===== config.mk =====
export PLATFORM = sky130hd
export DESIGN_NAME = xret_commit
export DESIGN_NICKNAME = d
export VERILOG_FILES = /design/src/rtl/xret_pkg.sv /design/src/rtl/xret_legality.sv /design/src/rtl/xret_sret_pop.sv /design/src/rtl/xret_mret_pop.sv /design/src/rtl/xret_commit.sv
export SDC_FILE = /design/constraint.sdc
export NUM_CORES = 1
export LEC_CHECK = 0
export ABC_CLOCK_PERIOD_IN_PS = 1100
export BUFFER_PORTS_ARGS = -buffer_cell sky130_fd_sc_hd__buf_4
export CAP_MARGIN = 25
export CORE_UTILIZATION = 25
export CTS_CLUSTER_DIAMETER = 100
export DETAILED_ROUTE_END_ITERATION = 10
export HOLD_SLACK_MARGIN = 0.02
export SLEW_MARGIN = 10
export SYNTH_ARGS = -nofsm -noshare
export SYNTH_HDL_FRONTEND = slang
export SYNTH_HIERARCHICAL = 1
export SYNTH_SLANG_ARGS = --single-unit
export TNS_END_PERCENT = 30

===== constraint.sdc =====
create_clock -name clk -period 1.1 [get_ports clk]
set_input_delay 0.22 -clock clk [delete_from_list [all_inputs] [get_ports clk]]
set_output_delay 0.22 -clock clk [all_outputs]
set_load 0.01 [all_outputs]

===== src/rtl/xret_pkg.sv =====
package xret_pkg;
   localparam int CAUSE_W = 5;
   localparam logic [CAUSE_W-1:0] CAUSE_MISALIGN = 5'd0;
   localparam logic [CAUSE_W-1:0] CAUSE_ILLEGAL  = 5'd2;
   localparam logic [CAUSE_W-1:0] CAUSE_VIRT     = 5'd22;

   localparam logic [1:0] PRIV_U = 2'd0;
   localparam logic [1:0] PRIV_S = 2'd1;
   localparam logic [1:0] PRIV_M = 2'd3;

   typedef struct packed {
      logic       sie;
      logic       spie;
      logic       spp;
      logic       mie;
      logic       mpie;
      logic [1:0] mpp;
      logic       mpv;
      logic       spv;
   } xr_status_t;
endpackage


===== src/rtl/xret_legality.sv =====
module xret_legality
   import xret_pkg::*;
#(
   parameter int HAS_HYP = 1
) (
   input  logic               is_mret,
   input  logic [1:0]         priv,
   input  logic               virt,
   input  logic               tsr,
   input  logic               vtsr,
   input  logic [1:0]         epc_low,
   input  logic               compressed,
   input  logic               prot_rules,
   input  logic [1:0]         mpp,
   output logic               exc,
   output logic [CAUSE_W-1:0] cause
);
   localparam bit HYP = (HAS_HYP != 0);

   always_comb begin
      exc   = 1'b1;
      cause = CAUSE_ILLEGAL;
      if (is_mret) begin
         if (priv != PRIV_M)                         cause = CAUSE_ILLEGAL;
         else if (!compressed && (epc_low != 2'b00)) cause = CAUSE_MISALIGN;
         else if (!prot_rules && (mpp != PRIV_M))    cause = CAUSE_ILLEGAL;
         else                                        exc   = 1'b0;
      end else begin
         if (priv == PRIV_U)                         cause = CAUSE_ILLEGAL;
         else if (!compressed && (epc_low != 2'b00)) cause = CAUSE_MISALIGN;
         else if (tsr && (priv != PRIV_M))           cause = CAUSE_ILLEGAL;
         else if (HYP && virt && vtsr)               cause = CAUSE_VIRT;
         else                                        exc   = 1'b0;
      end
   end
endmodule


===== src/rtl/xret_sret_pop.sv =====
module xret_sret_pop
   import xret_pkg::*;
#(
   parameter int HAS_HYP = 1
) (
   input  xr_status_t st,
   input  logic       virt,
   output xr_status_t st_n,
   output logic [1:0] priv_n,
   output logic       virt_n,
   output logic       swap
);
   xr_status_t base;

   always_comb begin
      base      = st;
      base.sie  = st.spie;
      base.spie = 1'b1;
      base.spp  = 1'b0;
      priv_n    = {1'b0, st.spp};
   end

   generate
      if (HAS_HYP != 0) begin : g_hyp
         always_comb begin
            st_n = base;
            if (!virt) begin
               st_n.spv = 1'b0;
               virt_n   = st.spv;
               swap     = st.spv;
            end else begin
               virt_n   = virt;
               swap     = 1'b0;
            end
         end
      end else begin : g_plain
         always_comb begin
            st_n   = base;
            virt_n = virt;
            swap   = 1'b0;
         end
      end
   endgenerate
endmodule


===== src/rtl/xret_mret_pop.sv =====
module xret_mret_pop
   import xret_pkg::*;
#(
   parameter int HAS_HYP = 1
) (
   input  xr_status_t st,
   input  logic       virt,
   output xr_status_t st_n,
   output logic [1:0] priv_n,
   output logic       virt_n,
   output logic       swap
);
   always_comb begin
      st_n      = st;
      st_n.mie  = st.mpie;
      st_n.mpie = 1'b1;
      st_n.mpp  = PRIV_U;
      st_n.mpv  = 1'b0;
      priv_n    = st.mpp;
   end

   generate
      if (HAS_HYP != 0) begin : g_hyp
         assign virt_n = st.mpv;
         assign swap   = st.mpv;
      end else begin : g_plain
         assign virt_n = virt;
         assign swap   = 1'b0;
      end
   endgenerate
endmodule


===== src/rtl/xret_commit.sv =====
module xret_commit
   import xret_pkg::*;
#(
   parameter int XLEN    = 64,
   parameter int HAS_HYP = 1
) (
   input  logic               clk,
   input  logic               rst_n,
   input  logic               req_valid_i,
   input  logic               req_mret_i,
   input  logic [1:0]         cur_priv_i,
   input  logic               cur_virt_i,
   input  logic               cfg_compressed_i,
   input  logic               cfg_prot_rules_i,
   input  logic               st_sie_i,
   input  logic               st_spie_i,
   input  logic               st_spp_i,
   input  logic               st_mie_i,
   input  logic               st_mpie_i,
   input  logic [1:0]         st_mpp_i,
   input  logic               st_mpv_i,
   input  logic               st_tsr_i,
   input  logic               hy_spv_i,
   input  logic               hy_vtsr_i,
   input  logic [XLEN-1:0]    sepc_i,
   input  logic [XLEN-1:0]    mepc_i,
   output logic               commit_o,
   output logic [1:0]         new_priv_o,
   output logic               new_virt_o,
   output logic               new_sie_o,
   output logic               new_spie_o,
   output logic               new_spp_o,
   output logic               new_mie_o,
   output logic               new_mpie_o,
   output logic [1:0]         new_mpp_o,
   output logic               new_mpv_o,
   output logic               new_spv_o,
   output logic [XLEN-1:0]    ret_pc_o,
   output logic               swap_o,
   output logic               exc_o,
   output logic [CAUSE_W-1:0] exc_cause_o
);
   generate
      if (XLEN != 32 && XLEN != 64) begin : g_bad_xlen
         $error("xret_commit: XLEN must be 32 or 64");
      end
      if (HAS_HYP < 0 || HAS_HYP > 1) begin : g_bad_hyp
         $error("xret_commit: HAS_HYP must be 0 or 1");
      end
   endgenerate

   xr_status_t        st_in, st_s, st_m, st_q;
   logic [1:0]        priv_s, priv_m, priv_q;
   logic              virt_s, virt_m, virt_q;
   logic              swap_s, swap_m;
   logic              chk_exc;
   logic [CAUSE_W-1:0] chk_cause;
   logic [XLEN-1:0]   epc_sel;

   assign st_in   = '{sie: st_sie_i, spie: st_spie_i, spp: st_spp_i,
                      mie: st_mie_i, mpie: st_mpie_i, mpp: st_mpp_i,
                      mpv: st_mpv_i, spv: hy_spv_i};
   assign epc_sel = req_mret_i ? mepc_i : sepc_i;

   xret_legality #(.HAS_HYP(HAS_HYP)) i_legal (
      .is_mret    (req_mret_i),
      .priv       (cur_priv_i),
      .virt       (cur_virt_i),
      .tsr        (st_tsr_i),
      .vtsr       (hy_vtsr_i),
      .epc_low    (epc_sel[1:0]),
      .compressed (cfg_compressed_i),
      .prot_rules (cfg_prot_rules_i),
      .mpp        (st_mpp_i),
      .exc        (chk_exc),
      .cause      (chk_cause)
   );

   xret_sret_pop #(.HAS_HYP(HAS_HYP)) i_spop (
      .st (st_in), .virt (cur_virt_i),
      .st_n (st_s), .priv_n (priv_s), .virt_n (virt_s), .swap (swap_s)
   );

   xret_mret_pop #(.HAS_HYP(HAS_HYP)) i_mpop (
      .st (st_in), .virt (cur_virt_i),
      .st_n (st_m), .priv_n (priv_m), .virt_n (virt_m), .swap (swap_m)
   );

   always_ff @(posedge clk or negedge rst_n) begin
      if (!rst_n) begin
         commit_o    <= 1'b0;
         exc_o       <= 1'b0;
         swap_o      <= 1'b0;
         exc_cause_o <= '0;
         st_q        <= '0;
         priv_q      <= PRIV_M;
         virt_q      <= 1'b0;
         ret_pc_o    <= '0;
      end else begin
         commit_o <= req_valid_i && !chk_exc;
         exc_o    <= req_valid_i && chk_exc;
         swap_o   <= req_valid_i && !chk_exc && (req_mret_i ? swap_m : swap_s);
         if (req_valid_i) begin
            exc_cause_o <= chk_exc ? chk_cause : '0;
            ret_pc_o    <= epc_sel;
            if (chk_exc) begin
               st_q   <= st_in;
               priv_q <= cur_priv_i;
               virt_q <= cur_virt_i;
            end else if (req_mret_i) begin
               st_q   <= st_m;
               priv_q <= priv_m;
               virt_q <= virt_m;
            end else begin
               st_q   <= st_s;
               priv_q <= priv_s;
               virt_q <= virt_s;
            end
         end
      end
   end

   assign new_priv_o = priv_q;
   assign new_virt_o = virt_q;
   assign new_sie_o  = st_q.sie;
   assign new_spie_o = st_q.spie;
   assign new_spp_o  = st_q.spp;
   assign new_mie_o  = st_q.mie;
   assign new_mpie_o = st_q.mpie;
   assign new_mpp_o  = st_q.mpp;
   assign new_mpv_o  = st_q.mpv;
   assign new_spv_o  = st_q.spv;
endmodule


==> impl_metrics.py <==
metrics = {
    "power": {
        "power_density_nw_per_um2": 1360,
        "peakVddDrop_uv": 636,
        "static-leakage-power_nw": 3.38,
    },
    "worst_setup_path": {
        "worstPathRequired_ns": 1.37,
        "path_depth": 8,
        "cp-endpoint": "swap_o",
        "cpLargestDelayFamily": "simple AND/OR/NAND/NOR gates",
        "cp.arrival_ns": 1.56,
        "reg2reg_from": "new_priv_o[1]",
        "r2r_end": "new_priv_o[1]",
        "path_cells": "buf_8, mux2_4, o21ba_4, nor3_4, a21oi_4, nand2b_4, buf_4, nor2_2",
        "critPathLaunch": "req_mret_i",
        "setup.worst_path.end_class": "register",
        "cpPeakStageDelay_ns": 0.30,
        "cp_num_buf_inv": 2,
        "crit_path_top_delay_cell": "mux2_4",
        "crit_fanout": 7,
        "worstSetupPathType": "primary input to register",
        "worst_setup_path_start_kind": "primary input",
        "reg2reg_slack_ns": 0.26,
        "reg2reg_depth": 3,
    },
    "floorplan": {
        "core_area_um2": 16700,
        "die_area_um2": 17800,
        "fp.dieW_um": 133,
        "fp-row-count": 47,
        "die_h_um": 133,
        "io_pins": 232,
        "start_util": 0.258,
    },
    "global_route": {
        "grt_pass1_wl_um": 18700,
        "overflow": 0,
        "grt_pass1_vias": 3827,
        "antenna_found_initial": 0,
        "grt_max_degree": 75,
        "grtUsageTotal": 0.133,
    },
    "timing": {
        "min_period_ns": 1.28,
        "slew_violations": 0,
        "rsz0062_at_grt": "yes",
        "max_freq_mhz": 779,
        "fin_skew_ns": 0,
        "max-slew-margin-rel": 0.625,
        "setup_viol_count_final": 21,
        "finalWorstSetupSlack_ns": -0.184,
        "hold_viol": 0,
        "finalSetupTns_ns": -2.78,
        "tightest_slew_ns": 0.562,
        "post-route-period-util": 1.17,
    },
    "place": {
        "dp_cells": 837,
        "gp_congestion": 0.796,
        "io_buffers": 231,
        "place_area_um2": 6150,
        "pre_cts_slack_ns": -0.643,
        "hpwlAfterDp_um": 8860,
    },
    "clock_network": {
        "cts-htree-levels": 3,
        "numCtsBuffers": 9,
        "clkTransAtPathRegs_ns": 0.06,
        "clockBufferDepth": 2,
        "clock_latency_ns": 0.34,
        "cts_tree": "built",
        "numClockSinks": 84,
        "clockRootBuffer": "clkbuf_16",
    },
    "drt": {
        "drt-vias-per-instance": 4.26,
        "drc": 0,
        "vias": 3671,
        "first_iter_violations": 127,
        "routed_wl_um": 11700,
        "dr.pass1.iters": 4,
        "antenna_left": 0,
        "wl_per_cell_um": 13.6,
    },
    "yosys": {
        "synth_area_leaders": "dfrtp_1 48%, mux2i_1 17%, a21oi_1 7.7%",
        "syn-instance-count": 418,
        "synth_top_area_cell": "dfrtp_1",
        "synth_top_area_frac": 0.476,
        "synthesis.area_um2": 4310,
        "synth.distinct_cells": 28,
        "synth_edf_count": 0,
        "ys_warn_count": 6,
        "synthTopCellsByCount": "82 x dfrtp_1, 75 x mux2i_1, 66 x a21oi_1, 64 x nor2_1, 30 x buf_4",
        "synth_area_per_cell_um2": 10.3,
        "async_flop_share": 1.00,
        "ys_seq_elements": 84,
        "synth-main-ff-cell": "dfrtp_1",
        "yosysMostFrequentCell": "dfrtp_1",
        "ys_seq_area_frac": 0.488,
    },
    "outcome": {
        "outcome": "finished, violations left",
        "violations": "negative setup slack",
    },
    "final_layout": {
        "drive_gt1_frac": 0.449,
        "fin_cells": 861,
        "final_area_um2": 6900,
        "area_delta_synth_final_pct": 60.0,
        "diodes": 0,
        "final_nets": 784,
        "post-route-util": 0.413,
    },
    "run": {
        "drv_cap": 0,
    },
    "worst_hold_path": {
        "min_path_type": "primary input to register",
    },
}
==> kinds of logic after synthesis <==
group           Yosys count  share of synthesized area
buf+inv                  62                      0.106
mux                      79                      0.186
flops                    84                      0.488
other cells               5                    0.00435
compound gates           86                      0.109
simple gates            102                      0.106
==> power breakdown <==
part           switching [mW]  internal (mW)  total, mW
Sequential              0.249           3.43       3.68
Combinational           0.911           1.35       2.26
Clock                    1.24           2.22       3.47
Total                    2.40           7.00       9.40
==> tightest hold or removal path, stage by stage <==
cell	delay, ns
buf_4	0.09
nand3_1	0.07
o211ai_1	0.09
==> flip-flops by register name, indices dropped and copies added (netlist names), 2 cells and up <==
| name | count |
|---|---|
| exc_cause_o | 5 |
| new_mpp_o | 2 |
| new_priv_o | 2 |
| ret_pc_o | 64 |
==> timing repair <==
action	CTS	global route
setup endpoints to repair	99	109
endpoints found under the hold margin	82	0
hold buffers	1	0
buffers inserted	4	2
gates resized for setup	77	16
gates cloned	1	0
pin swaps	10	4
==> routing by layer <==
metal  up-vias  share of wire  global-route usage
met5         -              0                   0
met4         0          0.012              0.0473
met3         9          0.071              0.0354
met2       133           0.51               0.233
met1      1679           0.41               0.155
li1       1850              -                   -
==> cells in the final DEF, fill, tap and decap left out, types with 2 or more instances in the layout <==
master	netlist	routed
buf_4	30	166
inv_1	6	5
clkinv_4	0	2
buf_12	6	6
nand3_1	17	17
a21oi_1	66	64
bufinv_16	0	3
mux2i_1	75	75
nand2b_1	13	12
dfrtp_1	82	82
nor2_1	64	63
o211ai_1	12	12
mux2_4	2	2
dfstp_2	2	2
mux2_2	2	2
o21ai_0	5	5
nand2b_4	0	2
clkbuf_16	0	9
conb_1	5	9
nand2_1	2	2
buf_6	0	84
==> worst min path at each step <==
stage                         start  cells after the start  slack, ns            to
final                      st_sie_i                      3       0.16     new_sie_o
after floorplan               rst_n                      0      -0.08      commit_o
after detailed placement      rst_n                      1       0.04  ret_pc_o[51]
after global placement        rst_n                      1       0.04  ret_pc_o[50]
after global routing      sepc_i[7]                      3       0.17   ret_pc_o[7]
after CTS                  st_sie_i                      3       0.14     new_sie_o
==> final cells by class <==
cell class	count	area, um^2
clock buffer	10	229
clock inverter	6	113
fill	1645	9800
inverter	6	22.5
multi-input combinational	277	1820
sequential	84	2100
tap	220	275
timing repair buffer	258	2340
==> stage by stage <==
step / hold slack, ns / total power [mW]
finish: 0.164 / 9.40
global route: 0.168 / 9.90
CTS: 0.142 / 9.53
detailed placement: 0.0385 / 5.71
global placement: 0.0369 / 5.67
floorplan: -0.0756 / 4.57
Note: power is estimated with default switching activity, not from simulation.
